[src/rtl/pta_pkg.sv]
package pta_pkg;
    localparam int DEF_N_DED         = 8;
    localparam int DEF_N_FB          = 8;
    localparam int DEF_N_GRP         = 8;
    localparam int DEF_TERMS_PER_GRP = 8;
endpackage

[src/rtl/pta_cfg_store.sv]
module pta_cfg_store #(
    parameter int N_TERM = 64,
    parameter int N_LINE = 32,
    parameter int AW     = 6
) (
    input  logic                     clk,
    input  logic                     rst_n,
    input  logic                     wr_en,
    input  logic [AW-1:0]            wr_addr,
    input  logic [N_LINE-1:0]        wr_row,
    output logic [N_TERM*N_LINE-1:0] map_flat
);
    logic [N_LINE-1:0] rows [N_TERM];

    always_ff @(posedge clk or negedge rst_n) begin
        if (!rst_n) begin
            for (int t = 0; t < N_TERM; t++) begin
                rows[t] <= '0;
            end
        end else if (wr_en) begin
            rows[wr_addr] <= wr_row;
        end
    end

    for (genvar t = 0; t < N_TERM; t++) begin : g_flat
        assign map_flat[t*N_LINE +: N_LINE] = rows[t];
    end


    wr_commit_chk: assert property (@(posedge clk) disable iff (!rst_n)
        wr_en |=> map_flat[int'($past(wr_addr))*N_LINE +: N_LINE] == $past(wr_row));


    wr_hold_chk: assert property (@(posedge clk) disable iff (!rst_n)
        !wr_en |=> $stable(map_flat));
endmodule

[src/rtl/pta_line_gen.sv]
module pta_line_gen #(
    parameter int N_DED = 8,
    parameter int N_FB  = 8,
    localparam int N_SIG  = N_DED + N_FB,
    localparam int N_LINE = 2 * N_SIG
) (
    input  logic [N_DED-1:0]  ded_in,
    input  logic [N_FB-1:0]   fb_in,
    output logic [N_LINE-1:0] lines
);
    logic [N_SIG-1:0] sig;
    assign sig = {fb_in, ded_in};

    for (genvar k = 0; k < N_SIG; k++) begin : g_pair
        assign lines[2*k]   = sig[k];
        assign lines[2*k+1] = ~sig[k];
    end
endmodule

[src/rtl/pta_term.sv]
module pta_term #(
    parameter int N_LINE = 32
) (
    input  logic              clk,
    input  logic              rst_n,
    input  logic [N_LINE-1:0] row,
    input  logic [N_LINE-1:0] lines,
    output logic              term_hi
);
    always_comb begin
        term_hi = &(~row | lines);
    end

    logic clash;
    always_comb begin
        clash = 1'b0;
        for (int k = 0; k < N_LINE/2; k++) begin
            clash = clash | (row[2*k] & row[2*k+1]);
        end
    end


    empty_term_chk: assert property (@(posedge clk) disable iff (!rst_n)
        (row == '0) |-> term_hi);


    clash_term_chk: assert property (@(posedge clk) disable iff (!rst_n)
        clash |-> !term_hi);
endmodule

[src/rtl/pta_or_group.sv]
module pta_or_group #(
    parameter int TPG = 8
) (
    input  logic           clk,
    input  logic           rst_n,
    input  logic [TPG-1:0] terms,
    input  logic           join_aux,
    output logic           sum_hi,
    output logic           oe_term
);
    logic [TPG-2:0] fixed_terms;
    logic           aux_term;

    always_comb begin
        fixed_terms = terms[TPG-2:0];
        aux_term    = terms[TPG-1];
        sum_hi      = (|fixed_terms) | (join_aux & aux_term);
        oe_term     = ~join_aux & aux_term;
    end


    joined_oe_low_chk: assert property (@(posedge clk) disable iff (!rst_n)
        join_aux |-> !oe_term);


    joined_aux_sum_chk: assert property (@(posedge clk) disable iff (!rst_n)
        (join_aux && terms[TPG-1]) |-> sum_hi);


    split_excl_chk: assert property (@(posedge clk) disable iff (!rst_n)
        (!join_aux && terms[TPG-2:0] == '0) |-> !sum_hi);
endmodule

[src/rtl/pterm_array.sv]
module pterm_array #(
    parameter int N_DED         = pta_pkg::DEF_N_DED,
    parameter int N_FB          = pta_pkg::DEF_N_FB,
    parameter int N_GRP         = pta_pkg::DEF_N_GRP,
    parameter int TERMS_PER_GRP = pta_pkg::DEF_TERMS_PER_GRP,
    localparam int N_SIG  = N_DED + N_FB,
    localparam int N_LINE = 2 * N_SIG,
    localparam int N_TERM = N_GRP * TERMS_PER_GRP,
    localparam int AW     = $clog2(N_TERM)
) (
    input  logic              clk,
    input  logic              rst_n,
    input  logic              cfg_we,
    input  logic [AW-1:0]     cfg_addr,
    input  logic [N_LINE-1:0] cfg_data,
    input  logic [N_DED-1:0]  ded_in,
    input  logic [N_FB-1:0]   fb_in,
    input  logic [N_GRP-1:0]  aux_join,
    output logic [N_GRP-1:0]  sum_out,
    output logic [N_GRP-1:0]  pt_oe
);
    logic [N_TERM*N_LINE-1:0] map_flat;
    logic [N_LINE-1:0]        lines;
    logic [N_TERM-1:0]        terms;

    pta_cfg_store #(.N_TERM(N_TERM), .N_LINE(N_LINE), .AW(AW)) u_store (
        .clk      (clk),
        .rst_n    (rst_n),
        .wr_en    (cfg_we),
        .wr_addr  (cfg_addr),
        .wr_row   (cfg_data),
        .map_flat (map_flat)
    );

    pta_line_gen #(.N_DED(N_DED), .N_FB(N_FB)) u_lines (
        .ded_in (ded_in),
        .fb_in  (fb_in),
        .lines  (lines)
    );

    for (genvar t = 0; t < N_TERM; t++) begin : g_term
        pta_term #(.N_LINE(N_LINE)) u_term (
            .clk     (clk),
            .rst_n   (rst_n),
            .row     (map_flat[t*N_LINE +: N_LINE]),
            .lines   (lines),
            .term_hi (terms[t])
        );
    end

    for (genvar g = 0; g < N_GRP; g++) begin : g_grp
        pta_or_group #(.TPG(TERMS_PER_GRP)) u_grp (
            .clk      (clk),
            .rst_n    (rst_n),
            .terms    (terms[g*TERMS_PER_GRP +: TERMS_PER_GRP]),
            .join_aux (aux_join[g]),
            .sum_hi   (sum_out[g]),
            .oe_term  (pt_oe[g])
        );
    end
endmodule

[config.mk]
export PLATFORM = sky130hd
export DESIGN_NAME = pterm_array
export DESIGN_NICKNAME = d
export VERILOG_FILES = /design/src/rtl/pta_pkg.sv /design/src/rtl/pta_cfg_store.sv /design/src/rtl/pta_line_gen.sv /design/src/rtl/pta_term.sv /design/src/rtl/pta_or_group.sv /design/src/rtl/pterm_array.sv
export SDC_FILE = /design/constraint.sdc
export NUM_CORES = 2
export LEC_CHECK = 0
export ABC_AREA = 0
export BUFFER_PORTS_ARGS = -buffer_cell sky130_fd_sc_hd__buf_2
export CORE_MARGIN = 2
export CORE_UTILIZATION = 45
export DETAILED_ROUTE_END_ITERATION = 8
export PLACE_DENSITY = 0.71
export SLEW_MARGIN = 10
export SYNTH_ARGS = -nofsm -noshare
export SYNTH_HDL_FRONTEND = slang
export SYNTH_SLANG_ARGS = --single-unit
export TNS_END_PERCENT = 5
[constraint.sdc]
create_clock -name clk -period 1.8 [get_ports clk]
set_clock_uncertainty 0.05 [all_clocks]
set_input_delay 0.09 -clock clk [delete_from_list [all_inputs] [get_ports clk]]
set_output_delay 0.09 -clock clk [all_outputs]
set_load 0.03 [all_outputs]
==> impl_summary.md <==
Final layout
Counting the fill cells in the layout gives 15900. The area growth from synthesis to final layout is 18.4%. The final cell count without fillers is about 9300. For this run, the share of the core covered by cells in the final layout is roughly 54%. The register with the most flip-flops in the layout has between 2000 and 2500 of them. Cells with a size suffix above 1 make up 46.8% of the layout. At the end of the flow, the number of nets in the layout was approximately 6500.

Clock network
TritonCTS built the clock tree. The root buffer cell is sky130_fd_sc_hd__clkbuf_16. The later-pin clock latency in the skew report is 850 ps.

No sink is reached through more buffers than the 3 on the longest clock path. The H-tree generated during clock tree synthesis spans 4 levels. After clock tree synthesis, the clock-pin slew on the worst setup and hold paths is roughly 60 ps. The number of clock buffers added by TritonCTS is roughly 210. The clock drives 2048 sinks.

Setup path
In this run the number of cells on the critical path is 7. Traced cell by cell, the critical path runs through mux2i_1 -> nand4_1 -> nor4_4 -> buf_4 -> nor3_4 -> nand3_4 -> buf_6. The kind of cell with the highest combined delay along the critical path is simple AND/OR/NAND/NOR gates. STA classifies the critical path endpoint as a primary output.

The highest fanout seen on the critical path is 2. The number of buffers and inverters on the critical path is 2. The cell with the largest stage delay on the worst path is sky130_fd_sc_hd__dfrtp_1. For this run, the slowest stage of the critical path takes 370 ps. The setup path with the least slack is of type reg2out. The worst register-to-register path has a depth of 3.

At the worst endpoint, the required time is around 1700 ps. The critical path data arrival time is 2510 ps. The kind of start point of the critical path is a flop.

Detailed routing
The number of optimization iterations in the first detailed-route pass is 7. The via density per instance is between 5 and 6. For this run, design rule violations remaining after detail routing come to 0. The average wire length per cell after detail routing is between 20 and 30 um. The detailed router placed 54300 vias in this run.

The routed wire length is ~260 mm. The count of nets left with antenna violations once routing finished came out at 0. The count of routing violations after the opening detailed-route iteration is between 4000 and 5000.

Power
The ratio of total power to cell area is 1100 nW/um^2. Total power for the finished layout comes to ~120 mW. IR analysis of the VDD net gives a maximum drop of 0.00112 V.

The analysis attributes to cell leakage a power of 51.8 nW.

STA
The final worst setup slack is -849 ps. Setup repair after global routing could not meet its margin everywhere. The achievable frequency is between 0.3 and 0.4 GHz.

Of the available clock period, the critical path in the final layout requires 147%. The hold violation total from the final report is 0. The clock period minus final worst setup slack is around 2600 ps. Measured against its own limit, the worst slew margin works out to roughly 42%.

The slew at the pin with the worst max-slew slack is between 800 and 900 ps. The total setup violations reported at the end of the flow is 52. The number of slew-limit violations in the final report is 0.

For the final routed database, the setup TNS stands at -12640 ps.

Synth
The cell area that synthesis handed to floorplanning was approximately 90000 sq um. The Yosys warning count is 0. In the post-synthesis netlist, the cell with the most instances is sky130_fd_sc_hd__dfrtp_1. By area the synthesized netlist is led by sky130_fd_sc_hd__dfrtp_1 57%, sky130_fd_sc_hd__mux2_2 25%, sky130_fd_sc_hd__mux2i_1 11%.

The synthesized design devotes to its leading area cell type between 50% and 60% of total area. The post-synth net total is 6192. The fraction of synthesis flops using an asynchronous set or reset pin is 100%. The main flop type after synthesis is sky130_fd_sc_hd__dfrtp_1. The count of state elements after synthesis is just over 2000. After synthesis, the netlist uses 26 different library cells. The instance count of the mapped netlist is roughly 6000. After synthesis, the most frequently instantiated cells are 2048 x sky130_fd_sc_hd__dfrtp_1, 2024 x sky130_fd_sc_hd__mux2_2, 1024 x sky130_fd_sc_hd__mux2i_1. The share of synthesized area occupied by flip-flops and latches is between 50% and 60%.

The number of enable flip-flop cells after synthesis is 0. The mean cell area of the mapped netlist is 14.7 sq um. The library cell with the largest summed area after synthesis is sky130_fd_sc_hd__dfrtp_1.

Global routing
The overall track demand over capacity in global routing is about a quarter. The first global-routing pass estimated ~390 mm of wire. The via count of the first global-routing pass is ~57000. The largest net degree at the start of global routing is approximately 110. The number of antenna violations at the first check in global routing was 27. For this run the aggregate overflow at the end of global routing stands at 0.

Die
For this design the top-level I/O count stands at 81. The total number of placement rows is about 160. The die extent in y is 451 um. The initial standard-cell utilization of the core is a little under half. The standard cell core area is ~200000 sq um. The die covers 203000 sq um.

Measured along the x axis, the die boundary spans between 400 and 500 um.

Status
The run finished, with violations left. The final reports fail on negative setup slack.

Job
The tool flagged a number of max-cap violations equal to 0.

Placed design
Detailed placement ended at an HPWL of between 150 and 200 mm. After detailed placement, the design holds a cell count of around 8800. Input and output buffers added on the ports amount to 80. The routability congestion estimate is about 0.83.

Min path
The min-delay analysis places its worst path in the category in2reg. Counting instances, the worst hold path has a depth of 5.
## path summary, 6_finish.rpt
kind                                         from                      to  slack (ps)
setup / recovery            u_store.map_flat[623]              sum_out[2]        -850
hold / removal                        cfg_addr[4]  u_store.map_flat[1197]          90
setup reg to reg            u_store.map_flat[243]   u_store.map_flat[243]         760
hold reg to reg            u_store.map_flat[1141]  u_store.map_flat[1141]         440
max in group asynchronous                   rst_n  u_store.map_flat[1692]         320
min in group asynchronous                   rst_n    u_store.map_flat[32]         510
## per-stage QoR
| stage | hold slack, ps | cell area [sq um] | setup slack [ps] |
|---|---|---|---|
| 2_1_floorplan | -256 | 89800 | 24.1 |
| 5_1_grt | 88.3 | 106000 | -931 |
| 3_3_place_gp | -55.5 | 98300 | -817 |
| 4_1_cts | 21.9 | 106000 | -918 |
| 3_5_place_dp | -58.1 | 98300 | -814 |
| 6_report | 86.6 | 106000 | -849 |
## logic make-up (layout without fill, tap and decap cells)
logic type	count (synthesis)	count (layout)	synth area share [%]
buf+inv	550	1035	2.84
mux	3072	3072	37.1
simple gates	457	457	2.98
other cells	0	7	0
flops	2048	2048	57.1
## routing by layer
layer  routed length (um)  part of all wire (%)  GRT usage (%)  up-vias
li1                     -                     -              -    22900
met1               115000                    44           36.5    29500
met2               124000                    47           41.0     1579
met3                16100                   6.1           3.96      419
met4                 7170                   2.7           7.61        2
met5                   13                0.0050              0        -
## cell type report
cell class,instances,area (sq um),share of cell area (%)
diodes,7,17.5,0.0165
clock buffers,309,6070,5.71
clock inverters,66,886,0.833
multi-input cells,3529,36700,34.6
flip-flops and latches,2048,51200,48.2
well taps,2640,3300,3.11
repair buffers,660,8060,7.58
## power by group
group	switching [mW]	leakage [nW]	internal (mW)
Combinational	9.32	21.2	9.01
Clock	18.5	3.42	25.3
Sequential	3.07	27.2	52.2
Total	30.8	51.8	86.5
## worst reg2reg max path: stages (launching register included)
cell                      delay, ps
sky130_fd_sc_hd__dfrtp_1        370
sky130_fd_sc_hd__buf_4          130
sky130_fd_sc_hd__buf_4          120
sky130_fd_sc_hd__mux2_2         250
## placed cells by master, fill, tap and decap left out, types with 14 or more instances in the layout
cell	instances
sky130_fd_sc_hd__bufinv_16	14
sky130_fd_sc_hd__mux2i_1	1005
sky130_fd_sc_hd__buf_4	346
sky130_fd_sc_hd__buf_6	27
sky130_fd_sc_hd__nor4_1	29
sky130_fd_sc_hd__dfrtp_1	2048
sky130_fd_sc_hd__mux2i_2	18
sky130_fd_sc_hd__nor4_2	30
sky130_fd_sc_hd__clkbuf_1	49
sky130_fd_sc_hd__mux2_2	2024
sky130_fd_sc_hd__clkbuf_16	205
sky130_fd_sc_hd__buf_12	235
sky130_fd_sc_hd__nand4_1	257
sky130_fd_sc_hd__nand2_1	27
sky130_fd_sc_hd__mux2_1	24
sky130_fd_sc_hd__buf_2	15
sky130_fd_sc_hd__clkinv_2	32
sky130_fd_sc_hd__clkbuf_8	55
sky130_fd_sc_hd__nor2_2	33
sky130_fd_sc_hd__dlygate4sd3_1	35
## timing repair
| action | 4_1_cts | 5_1_grt |
|---|---|---|
| buffers inserted | 1 | 2 |
| setup endpoints to repair | 16 | 24 |
| hold endpoints to repair | 3161 | 0 |
| gates resized for setup | 109 | 22 |
| hold buffers | 37 | 0 |
| pin swaps | 31 | 15 |
Note: power is estimated with default switching activity, not from simulation.
